`config.mk`:
```
export PLATFORM = sky130hd
export DESIGN_NAME = func_unit
export DESIGN_NICKNAME = d
export VERILOG_FILES = /design/src/rtl/fu_pkg.sv /design/src/rtl/fu_decode.sv /design/src/rtl/fu_datapath.sv /design/src/rtl/func_unit.sv
export SDC_FILE = /design/constraint.sdc
export NUM_CORES = 1
export LEC_CHECK = 0
export BUFFER_PORTS_ARGS = -buffer_cell sky130_fd_sc_hd__buf_2
export CAP_MARGIN = 30
export CORE_UTILIZATION = 25
export DETAILED_ROUTE_END_ITERATION = 16
export SLEW_MARGIN = 15
export SYNTH_ARGS = -nofsm -noshare
export SYNTH_HDL_FRONTEND = slang
export SYNTH_SLANG_ARGS = --single-unit
export TNS_END_PERCENT = 20
```
`constraint.sdc`:
```
create_clock -name vclk -period 9.1
set_input_delay 2.73 -clock vclk [all_inputs]
set_output_delay 2.73 -clock vclk [all_outputs]
set_load 0.05 [all_outputs]
```
`src/rtl/fu_pkg.sv`:
```
package fu_pkg;

  localparam int FS_WIDTH = 5;

  typedef enum logic [1:0] {
    UNIT_ARITH = 2'd0,
    UNIT_LOGIC = 2'd1,
    UNIT_SHIFT = 2'd2
  } unit_e;

  typedef enum logic [1:0] {
    Y_ZERO = 2'd0,
    Y_B    = 2'd1,
    Y_NOTB = 2'd2,
    Y_ONES = 2'd3
  } ysel_e;

  typedef enum logic [1:0] {
    LOG_AND  = 2'd0,
    LOG_OR   = 2'd1,
    LOG_XOR  = 2'd2,
    LOG_NOTA = 2'd3
  } logop_e;

  typedef enum logic [1:0] {
    SH_PASS  = 2'd0,
    SH_RIGHT = 2'd1,
    SH_LEFT  = 2'd2,
    SH_PASS2 = 2'd3
  } shop_e;

  typedef struct packed {
    unit_e  unitSel;
    ysel_e  operandSel;
    logic   carryIn;
    logop_e logicOp;
    shop_e  shiftOp;
  } fu_ctrl_t;

endpackage

```
`src/rtl/fu_decode.sv`:
```
module fu_decode
  import fu_pkg::*;
(
  input  logic [FS_WIDTH-1:0] fsCode,
  output fu_ctrl_t            ctrl
);

  // bit 4 shifter, bit 3 logic/arith, bits 2:1 op, bit 0 carry-in
  always_comb begin
    if (fsCode[4])      ctrl.unitSel = UNIT_SHIFT;
    else if (fsCode[3]) ctrl.unitSel = UNIT_LOGIC;
    else                ctrl.unitSel = UNIT_ARITH;
    ctrl.operandSel = ysel_e'(fsCode[2:1]);
    ctrl.logicOp    = logop_e'(fsCode[2:1]);
    ctrl.shiftOp    = shop_e'(fsCode[3:2]);
    // carry-in only matters on the arithmetic path
    ctrl.carryIn    = fsCode[0] & ~fsCode[4] & ~fsCode[3];
  end

endmodule

```
`src/rtl/fu_datapath.sv`:
```
module fu_datapath
  import fu_pkg::*;
#(
  parameter int WIDTH = 8
) (
  input  logic [WIDTH-1:0] opA,
  input  logic [WIDTH-1:0] opB,
  input  fu_ctrl_t         ctrl,
  output logic [WIDTH-1:0] result,
  output logic             carryOut,
  output logic             overflow,
  output logic             zero,
  output logic             negative
);

  localparam int MSB = WIDTH - 1;

  logic [WIDTH-1:0] yOp;
  logic [WIDTH:0]   sumWide;
  logic [WIDTH-1:0] logicRes;
  logic [WIDTH-1:0] shiftRes;
  logic [WIDTH-1:0] shRight;
  logic [WIDTH-1:0] shLeft;

  // adder second operand, per bit
  for (genvar i = 0; i < WIDTH; i++) begin : g_ybit
    always_comb begin
      unique case (ctrl.operandSel)
        Y_ZERO:  yOp[i] = 1'b0;
        Y_B:     yOp[i] = opB[i];
        Y_NOTB:  yOp[i] = ~opB[i];
        default: yOp[i] = 1'b1;
      endcase
    end
  end

  assign sumWide = {1'b0, opA} + {1'b0, yOp} + {{WIDTH{1'b0}}, ctrl.carryIn};

  always_comb begin
    unique case (ctrl.logicOp)
      LOG_AND: logicRes = opA & opB;
      LOG_OR:  logicRes = opA | opB;
      LOG_XOR: logicRes = opA ^ opB;
      default: logicRes = ~opA;
    endcase
  end

  assign shRight = {1'b0, opB[MSB:1]};
  assign shLeft  = {opB[MSB-1:0], 1'b0};

  always_comb begin
    unique case (ctrl.shiftOp)
      SH_RIGHT: shiftRes = shRight;
      SH_LEFT:  shiftRes = shLeft;
      default:  shiftRes = opB;
    endcase
  end

  always_comb begin
    result   = sumWide[MSB:0];
    carryOut = 1'b0;
    overflow = 1'b0;
    unique case (ctrl.unitSel)
      UNIT_ARITH: begin
        carryOut = sumWide[WIDTH];
        overflow = (opA[MSB] == yOp[MSB]) && (sumWide[MSB] != opA[MSB]);
      end
      UNIT_LOGIC: result = logicRes;
      default:    result = shiftRes;
    endcase
  end

  assign zero     = (result == '0);
  assign negative = result[MSB];

  // guards on the selected output against the strobes
  always_comb begin
    if (ctrl.unitSel != UNIT_ARITH) begin
      assert_flags_clear_R7: assert (!carryOut && !overflow)
        else $error("carry/overflow set outside arithmetic");
    end
    if (ctrl.unitSel == UNIT_SHIFT && ctrl.shiftOp == SH_LEFT) begin
      assert_left_fill_R6: assert (!result[0] && result[MSB:1] == opB[MSB-1:0])
        else $error("left shift fill wrong");
    end
    if (ctrl.unitSel == UNIT_SHIFT && ctrl.shiftOp == SH_RIGHT) begin
      assert_right_fill_R6: assert (!result[MSB] && result[MSB-1:0] == opB[MSB:1])
        else $error("right shift fill wrong");
    end
    if (ctrl.unitSel == UNIT_ARITH && ctrl.operandSel == Y_ZERO && !ctrl.carryIn) begin
      assert_pass_a_R2: assert (result == opA && !carryOut && !overflow)
        else $error("pass A wrong");
    end
    assert_zero_sign_R8: assert (!(zero && negative))
      else $error("zero and negative both set");
  end

endmodule

```
`src/rtl/func_unit.sv`:
```
module func_unit
  import fu_pkg::*;
#(
  parameter int WIDTH = 8
) (
  input  logic [WIDTH-1:0]    opA,
  input  logic [WIDTH-1:0]    opB,
  input  logic [FS_WIDTH-1:0] fsCode,
  output logic [WIDTH-1:0]    result,
  output logic                carryFlag,
  output logic                overflowFlag,
  output logic                zeroFlag,
  output logic                negFlag
);

  fu_ctrl_t ctrl;

  fu_decode u_decode (
    .fsCode (fsCode),
    .ctrl   (ctrl)
  );

  fu_datapath #(.WIDTH(WIDTH)) u_datapath (
    .opA      (opA),
    .opB      (opB),
    .ctrl     (ctrl),
    .result   (result),
    .carryOut (carryFlag),
    .overflow (overflowFlag),
    .zero     (zeroFlag),
    .negative (negFlag)
  );

endmodule

```
==> Word level (Yosys, flattened, before mapping) <==
Cells that the tools add are included.
{ "word_totals": {"output_inout_bits": 12, "elab_cells": 44, "inputBits": 21, "reg_bits": 0} }
{ "op_classes": {"n_reduce_logical": 4, "add_sub_neg": 2, "mux": 15, "eq_ne": 7, "bitwise": 16} }
{ "ops": {"columns": ["cell", "count"], "rows": [
  ["one-hot mux 8 bit (2 select lines)", 2],
  ["one-hot mux 1 bit (3 select lines)", 8],
  ["one-hot mux 8 bit (3 select lines)", 1],
  ["inverter 1 bit", 10],
  ["adder 8 x 8 -> 9 bit", 1],
  ["adder 9 x 1 -> 9 bit", 1],
  ["AND 8 bit", 1],
  ["zero test 8 bit", 1],
  ["inverter 8 bit", 1],
  ["OR 8 bit", 1],
  ["XOR 8 bit", 1],
  ["== test 2 x 1 -> 1 bit, second input constant", 3],
  ["== test 2 bit, second input constant", 2],
  ["zero test 2 bit", 2],
  ["2-to-1 mux 1 bit", 3],
  ["AND 1 bit", 2],
  ["2-to-1 mux 2 bit", 1],
  ["== test 1 bit", 1],
  ["logical AND 1 bit", 1],
  ["inequality test 1 bit", 1]
]} }

==> Depth between registers and ports, before layout <==
Gate-level depths: netlist of the first run.
{ "logic_depth": {"ltp_word": 7, "ltp_mapped": 13, "ltp_nobuf": 10} }

==> By module <==
From an unflattened synthesis of the first run, not the netlist that was laid out.
{ "hier_totals": {"hier_cells": 186, "hier_area_um2": 1410.1} }
{ "by_module_without_submodules": {"columns": ["mod", "seq_area_each_um2", "instances", "area_each_um2", "cells_each"], "rows": [
  ["fu_datapath", 0.0, 1, 1338.8, 177],
  ["fu_decode", 0.0, 1, 71.3, 9]
]} }

==> Worst setup path after synthesis of the first run <==
No wires, ideal clock.
{ "synth_timing": {"path_kind": "input to output", "start": "input port fsCode[1]", "end": "output port overflowFlag", "path_stages": 13, "path_buffers": 3, "path_slack_ns": 0.033, "arrival_time_ns": 6.337, "path_cell_list": "buf_2 -> buf_2 -> buf_2 -> nand2_1 -> a21boi_0 -> inv_1 -> ha_1 -> nor2b_1 -> o2111ai_1 -> a21boi_1 -> o21a_1 -> o21ai_0 -> nor4b_1"} }
{ "synth_between": {"elab_chain_cells": 7, "word_cells_on_any_way": 17} }
{ "synth_lines": {"columns": ["item", "line", "source"], "rows": [
  ["start, declared", "func_unit.sv:8", "input logic [FS_WIDTH-1:0] fsCode,"],
  ["== test 2 bit (tied with other cells)", "fu_datapath.sv:28", "unique case (ctrl.operandSel)"],
  ["one-hot mux 1 bit (3 select lines)", "fu_datapath.sv:28", null],
  ["adder 8 x 8 -> 9 bit", "fu_datapath.sv:37", "assign sumWide = {1'b0, opA} + {1'b0, yOp} + {{WIDTH{1'b0}}, ctrl.carryIn};"],
  ["adder 9 x 1 -> 9 bit", "fu_datapath.sv:37", null],
  ["inequality test 1 bit", "fu_datapath.sv:66", "overflow = (opA[MSB] == yOp[MSB]) && (sumWide[MSB] != opA[MSB]);"],
  ["logical AND 1 bit (*)", "fu_datapath.sv:66", null],
  ["2-to-1 mux 1 bit (*)", "fu_datapath.sv:63", "unique case (ctrl.unitSel)"],
  ["end, declared", "func_unit.sv:11", "output logic overflowFlag,"]
]} }
Every way passes the cells marked *; elsewhere a longest branch is shown, timed or not.

==> Worst setup path in the final report of the first run <==
{ "layout_timing": {"start": "input port fsCode[4]", "end": "output port zeroFlag"} }
{ "layout_between": {"elab_chain_cells": 6, "word_cells_on_any_way": 9} }
{ "layout_lines": {"columns": ["item", "line", "source"], "rows": [
  ["inverter 1 bit", "fu_decode.sv:17", "ctrl.carryIn = fsCode[0] & ~fsCode[4] & ~fsCode[3];"],
  ["AND 1 bit (2 in series)", "fu_decode.sv:17", null],
  ["adder 9 x 1 -> 9 bit", "fu_datapath.sv:37", null],
  ["one-hot mux 8 bit (2 select lines) (*)", "fu_datapath.sv:63", null],
  ["zero test 8 bit (*)", "fu_datapath.sv:73", "assign zero = (result == '0);"],
  ["end, declared", "func_unit.sv:12", "output logic zeroFlag,"]
]} }
Marked as above.

==> results by group, run 1 <==
Yosys
  – Synth top area share: 0.238
  – Most frequent cells after synthesis: inv_1, ha_1, nand2_1, a21oi_1, o21ai_0
  – Yosys cell types: 47
  – Synth Area per Inst: ~7.0 um^2
  – Syn nets: between 200 and 250
  – Synth area leader: ha_1
  – Sequential area share after synthesis: 0
  – Post-Syn Area: roughly 1300 um^2
  – Syn Inst Count: between 150 and 200
  – Synth top area cells: ha_1, inv_1, mux4_2
  – Top-count cell post-synth: inv_1
  – Yosys warns: 0

Finish
  – Seq Cell Count: 0
  – FILL cells: ~590
  – Cell Count, Final, Fillers Out: 283
  – Area Overhead vs Synth: 16.4%
  – ANT cells: 0
  – Sequential Area: 0 um^2
  – Layout cell share with drive strength beyond 1: 0.211
  – Nets: between 200 and 300
  – Clock Buffer Count: 0
  – Multi-input logic area: ~1200 um^2
  – Final Instance Area: about 1500 um^2

Worst hold path
  – WHS Path Cells: 4
  – Hold Startpoint: opA[7]
  – HP Class: in2out
  – Min-Delay Endpoint: overflowFlag

Timing
  – RSZ-0062 raised after global routing: false
  – Setup TNS Final: 0 ps
  – Final worst setup slack: a little under 700 ps
  – Worst-margin pin slew: approximately 450 ps
  – Fin crit share: 0.925
  – Hold Fails Final Rpt: 0
  – Final-report max-slew violation count: 0
  – Crit path time final: roughly 8400 ps
  – Final setup violation count: 0
  – Slew headroom: 0.702
  – F_max: 119 MHz

Die
  – Chip width: around 75 um
  – DIE AREA: roughly 5600 um^2
  – Cell Rows: 26
  – Starting Density: 0.259
  – Die height: roughly 75 um
  – Core Area: ~5000 um^2
  – Io pins: 33

Clocking
  – Setup bufs post-CTS: 0
  – Hold_buf cts: 0
  – # resized after CTS: 0

Detailed routing
  – Post-Route WL: approximately 3600 um
  – Pre-antenna DRT Iters: 4
  – DRC: 0
  – Via count: 1427
  – Drt via density: approximately 5.0
  – Iteration-0 DRC Markers: about 120
  – Routed Antenna Nets: 0
  – Avg WL per Cell: roughly 13 um

GRT
  – Largest net degree at the start of global routing: 28
  – Global-route congestion overflow total: 0
  – Vias in the first global route: 1205
  – First-pass GRT wire length: 5700 um
  – Gr usage total: 0.130
  – Antenna violations before repair: 0

Placement
  – Final HPWL DP: ~3000 um
  – Post-place instance area: around 1500 um^2
  – Port bufs: 33
  – Pre-CTS setup slack: about 630 ps
  – Inst Count DP: ~280
  – Placer Congestion: around 0.92

Pwr
  – PD cells: between 70 and 80 nW/um^2
  – Peak VDD IR: around 0.000042 V
  – P_leak: 0.000759 uW

Critical path
  – Startpoint types: input port
  – Worst Path Arrival: 5690 ps
  – Crit-path cells: buf_2, nor2_1, nand2_1, fa_1, fa_1, nand2b_1, a211oi_1, or3_1, or3b_1, nor4_2, buf_2
  – Critical Path RT: about 6400 ps
  – Crit path max-delay cell type: fa_1
  – CP max FO: 13
  – CP Capture Type: primary output
  – Crit path kind: in2out
  – CP max stage delay: 460 ps

Flow run
  – Max-cap violations: 0

Status
  – Status: complete, no violations
==> final cells by class <==
type	count	area share
multi-input cells	150	0.759
inverters	29	0.0710
well taps	70	0.0571
repair buffers	34	0.113
==> worst max-delay path, delay by kind of cell <==
family,cells,cell delay (ps)
simple gates,6,1330
fa+ha+maj,2,880
compound gates,1,280
buf+inv,2,490
==> how the worst max path moves through the flow <==
stage                         start  slack, ps  cells after the start      endpoint
after floorplan           fsCode[1]         30                     13  overflowFlag
final                     fsCode[4]        680                     11      zeroFlag
after global placement    fsCode[4]        730                     11      zeroFlag
after global routing      fsCode[4]        440                     11      zeroFlag
after detailed placement  fsCode[4]        630                     11      zeroFlag
after CTS                 fsCode[4]        640                     11      zeroFlag
==> kinds of logic after synthesis <==
group,count (synthesis),synth area share
AO/OA/AOI/OAI,59,0.311
XOR/XNOR,1,0.00666
buffers and inverters,37,0.116
multiplexers,5,0.0760
adder cells (fa/ha/maj),27,0.268
AND/OR/NAND/NOR,58,0.222
==> per-layer routing <==
metal,part of all wire,GRT usage,up-vias
met5,0,0,-
li1,-,-,730
met4,0,0,0
met3,0.062,0.00542,0
met1,0.50,0.201,646
met2,0.44,0.209,51
==> power by group <==
group | switching, uW | total (uW) | leakage [uW] | internal [uW]
combinational | 73.3 | 112 | 0.000759 | 38.9
sequential | 0 | 0 | 0 | 0
clock | 0 | 0 | 0 | 0
==> per-stage QoR <==
step	power (uW)	utilization	hold WS [ps]
global route	123	0.302	6070
detailed placement	112	0.302	6020
global placement	111	0.302	6010
CTS	112	0.302	6030
floorplan	84.4	-	5800
finish	112	0.302	6030
==> cell usage in the layout (no fill, tap or decap), types with 2 or more instances in the layout <==
master    Yosys  layout
a21oi_1      13      13
nor3_1        2       2
a22oi_1       2       2
inv_1        28      28
ha_1         25      25
or3_1         2       2
nand3_1       5       5
nand2b_1      3       3
buf_2         4      33
o211ai_1      8       8
mux4_2        4       4
o21a_1        4       4
fa_1          2       2
nor2_1       10      10
nand2_1      24      24
o21ai_0      13      13
a221oi_1      3       3
a211oi_1      3       3
a221o_1       3       3
No activity file was read; power rests on OpenSTA's default activity.
==> run 2, diff against run 1 <==
--- a/config.mk
+++ b/config.mk
@@ -9,8 +9,9 @@
 export CAP_MARGIN = 30
 export CORE_UTILIZATION = 25
 export DETAILED_ROUTE_END_ITERATION = 16
-export SLEW_MARGIN = 15
+export SLEW_MARGIN = 20
 export SYNTH_ARGS = -nofsm -noshare
 export SYNTH_HDL_FRONTEND = slang
+export SYNTH_HIERARCHICAL = 1
 export SYNTH_SLANG_ARGS = --single-unit
 export TNS_END_PERCENT = 20
==> constraint.sdc (replaced) <==
create_clock -name vclk -period 10.9
set_input_delay 3.27 -clock vclk [all_inputs]
set_output_delay 3.27 -clock vclk [all_outputs]
set_load 0.05 [all_outputs]
==> run 2 against run 1 <==
Net effect:
- critical path depth is 1 higher
- combinational power is 11% lower
- via count is 3.8% lower
- hold slack better by 1100 ps
- global-route usage is 0.78 points lower
- first-iteration DRC count is 2.6% lower
- routed wire length is 0.39% lower
- area after synthesis is 7.1% higher
- total power is 11% lower
- largest cell class unchanged
- critical path type unchanged
==> results by group, run 2 <==
Status
  – Status: complete, no violations

Yosys
  – Synth Area in Compound Gates: 0.253
  – Most frequent cells after synthesis: inv_1, ha_1, nand2_1, a21oi_1, nor2_1
  – Synth Area per Inst: approximately 7.6 um^2
  – Synth top area cells: ha_1, inv_1, mux2_2
  – Sequential area share after synthesis: 0
  – Post-synthesis mux area share: 0.153
  – Syn Inst Count: between 150 and 200
  – Post-Synth XOR/XNOR Area: 0.0248
  – Synth area leader: ha_1
  – Synth top area share: 0.222
  – Largest family of logic cells by synthesized area: compound AO/OA/AOI/OAI gates
  – Post-Syn Area: between 1000 and 1500 um^2
  – Simple-Gate Fraction of Synth Area: 0.169
  – Synth Area in Adders: 0.250
  – Yosys warns: 6
  – Yosys cell types: 49
  – Top-count cell post-synth: inv_1
  – Syn nets: 234

Critical path
  – Worst Path Arrival: approximately 6100 ps
  – Critical Path RT: between 7000 and 8000 ps
  – Crit path kind: in2out
  – CP Capture Type: primary output
  – CP max FO: 29
  – Startpoint types: input port
  – Critical path origin: fsCode[1]

Finish
  – Layout cell share with drive strength beyond 1: 0.259
  – Seq Cell Count: 0
  – Most common cell after layout, fill and taps aside: buf_2
  – ANT cells: 0
  – Clock Buffer Count: 0
  – Nets: 255
  – Post-layout util: 0.297
  – Commonest non-fill, non-tap cells in the layout: buf_2, inv_1, ha_1
  – Cell Count, Final, Fillers Out: roughly 280
  – Sequential Area: 0 um^2
  – Area Overhead vs Synth: 10.9%

Worst hold path
  – HP Class: in2out
  – Hold Startpoint: opA[7]

Die
  – DIE AREA: 5940 um^2
  – Starting Density: 0.268
  – Die height: slightly below 80 um
  – Core Area: 5270 um^2
  – Io pins: 33
  – Chip width: between 70 and 80 um
  – Cell Rows: 26

Timing
  – Crit path time final: about 9400 ps
  – Setup TNS Final: 0 ps
  – Final setup violation count: 0
  – F_max: around 110 MHz
  – Hold Fails Final Rpt: 0
  – Fin crit share: 0.860
  – Final worst setup slack: about 1500 ps
  – Final-report max-slew violation count: 0
  – Slew headroom: 0.651
  – Worst-margin pin slew: 522 ps
  – RSZ-0062 raised after global routing: false

GRT
  – Grt met3 use: 0.00357
  – M1 GR Usage: 0.172
  – Met2 Resource Use GR: 0.218
  – Antenna violations before repair: 0
  – Most Crowded Layer GR: met2
  – Vias in the first global route: approximately 1300
  – Largest net degree at the start of global routing: 30
  – Gr usage total: 0.122
  – Global-route congestion overflow total: 0
  – First-pass GRT wire length: ~6100 um

Detailed routing
  – Via count: about 1400
  – Pre-antenna DRT Iters: 4
  – Post-Route WL: about 3600 um
  – Routed Antenna Nets: 0
  – DRC: 0
  – Iteration-0 DRC Markers: 114
  – Avg WL per Cell: approximately 13 um
  – Drt via density: ~5

Clocking
  – # resized after CTS: 0
  – Setup bufs post-CTS: 0
  – Hold_buf cts: 0

Placement
  – Port bufs: 33
  – Placer Congestion: 0.795
  – Pre-CTS setup slack: approximately 1500 ps
  – Inst Count DP: 274
  – Final HPWL DP: around 2900 um

Pwr
  – PD cells: ~64 nW/um^2
  – P_leak: 0.000771 uW
  – Peak VDD IR: around 0.000019 V

Flow run
  – Max-cap violations: 0
==> run 2: final timing paths <==
check                     endpoint  slack (ps)  depth (start not counted)
worst max-delay path      zeroFlag        1530                         12
worst min-delay path  overflowFlag        7120                          5
==> run 2: area by class of cell <==
type	count	area, um^2
multi-input cells	143	1200
repair buffers	34	173
inverters	28	105
fillers	596	3710
well taps	70	87.6
==> run 2: power breakdown <==
part | internal [uW] | leakage [uW] | switching [uW]
sequential | 0 | 0 | 0
combinational | 35.8 | 0.000771 | 64.2
clock | 0 | 0 | 0
==> run 2: through the flow <==
step	instance area, um^2	power [uW]	hold WS (ps)
2_1_floorplan	1410	78.9	6880
3_3_place_gp	1560	98.9	7130
3_5_place_dp	1560	99.4	7120
4_1_cts	1560	99.8	7120
5_1_grt	1560	110	7170
6_report	1560	100	7120
==> run 2: logic make-up (layout without fill, tap and decap cells) <==
| family | after synthesis | after routing |
|---|---|---|
| compound gates | 50 | 50 |
| buf+inv | 43 | 62 |
| mux | 16 | 16 |
| simple gates | 46 | 46 |
| fa+ha+maj | 27 | 27 |
| xor+xnor | 4 | 4 |
==> run 2: metal layers <==
metal	vias to the layer above	routed length, um
met2	29	1720
met1	652	1770
li1	692	-
met3	0	125
met4	0	0
met5	-	0
==> run 2: critical path, stage by stage <==
cell,delay [ps]
buf_2,420
mux2_2,270
fa_1,180
inv_1,60
fa_1,390
nand2b_1,180
a211oi_1,210
o21ai_1,120
mux2_4,310
a221oi_2,250
and4bb_1,220
buf_2,210
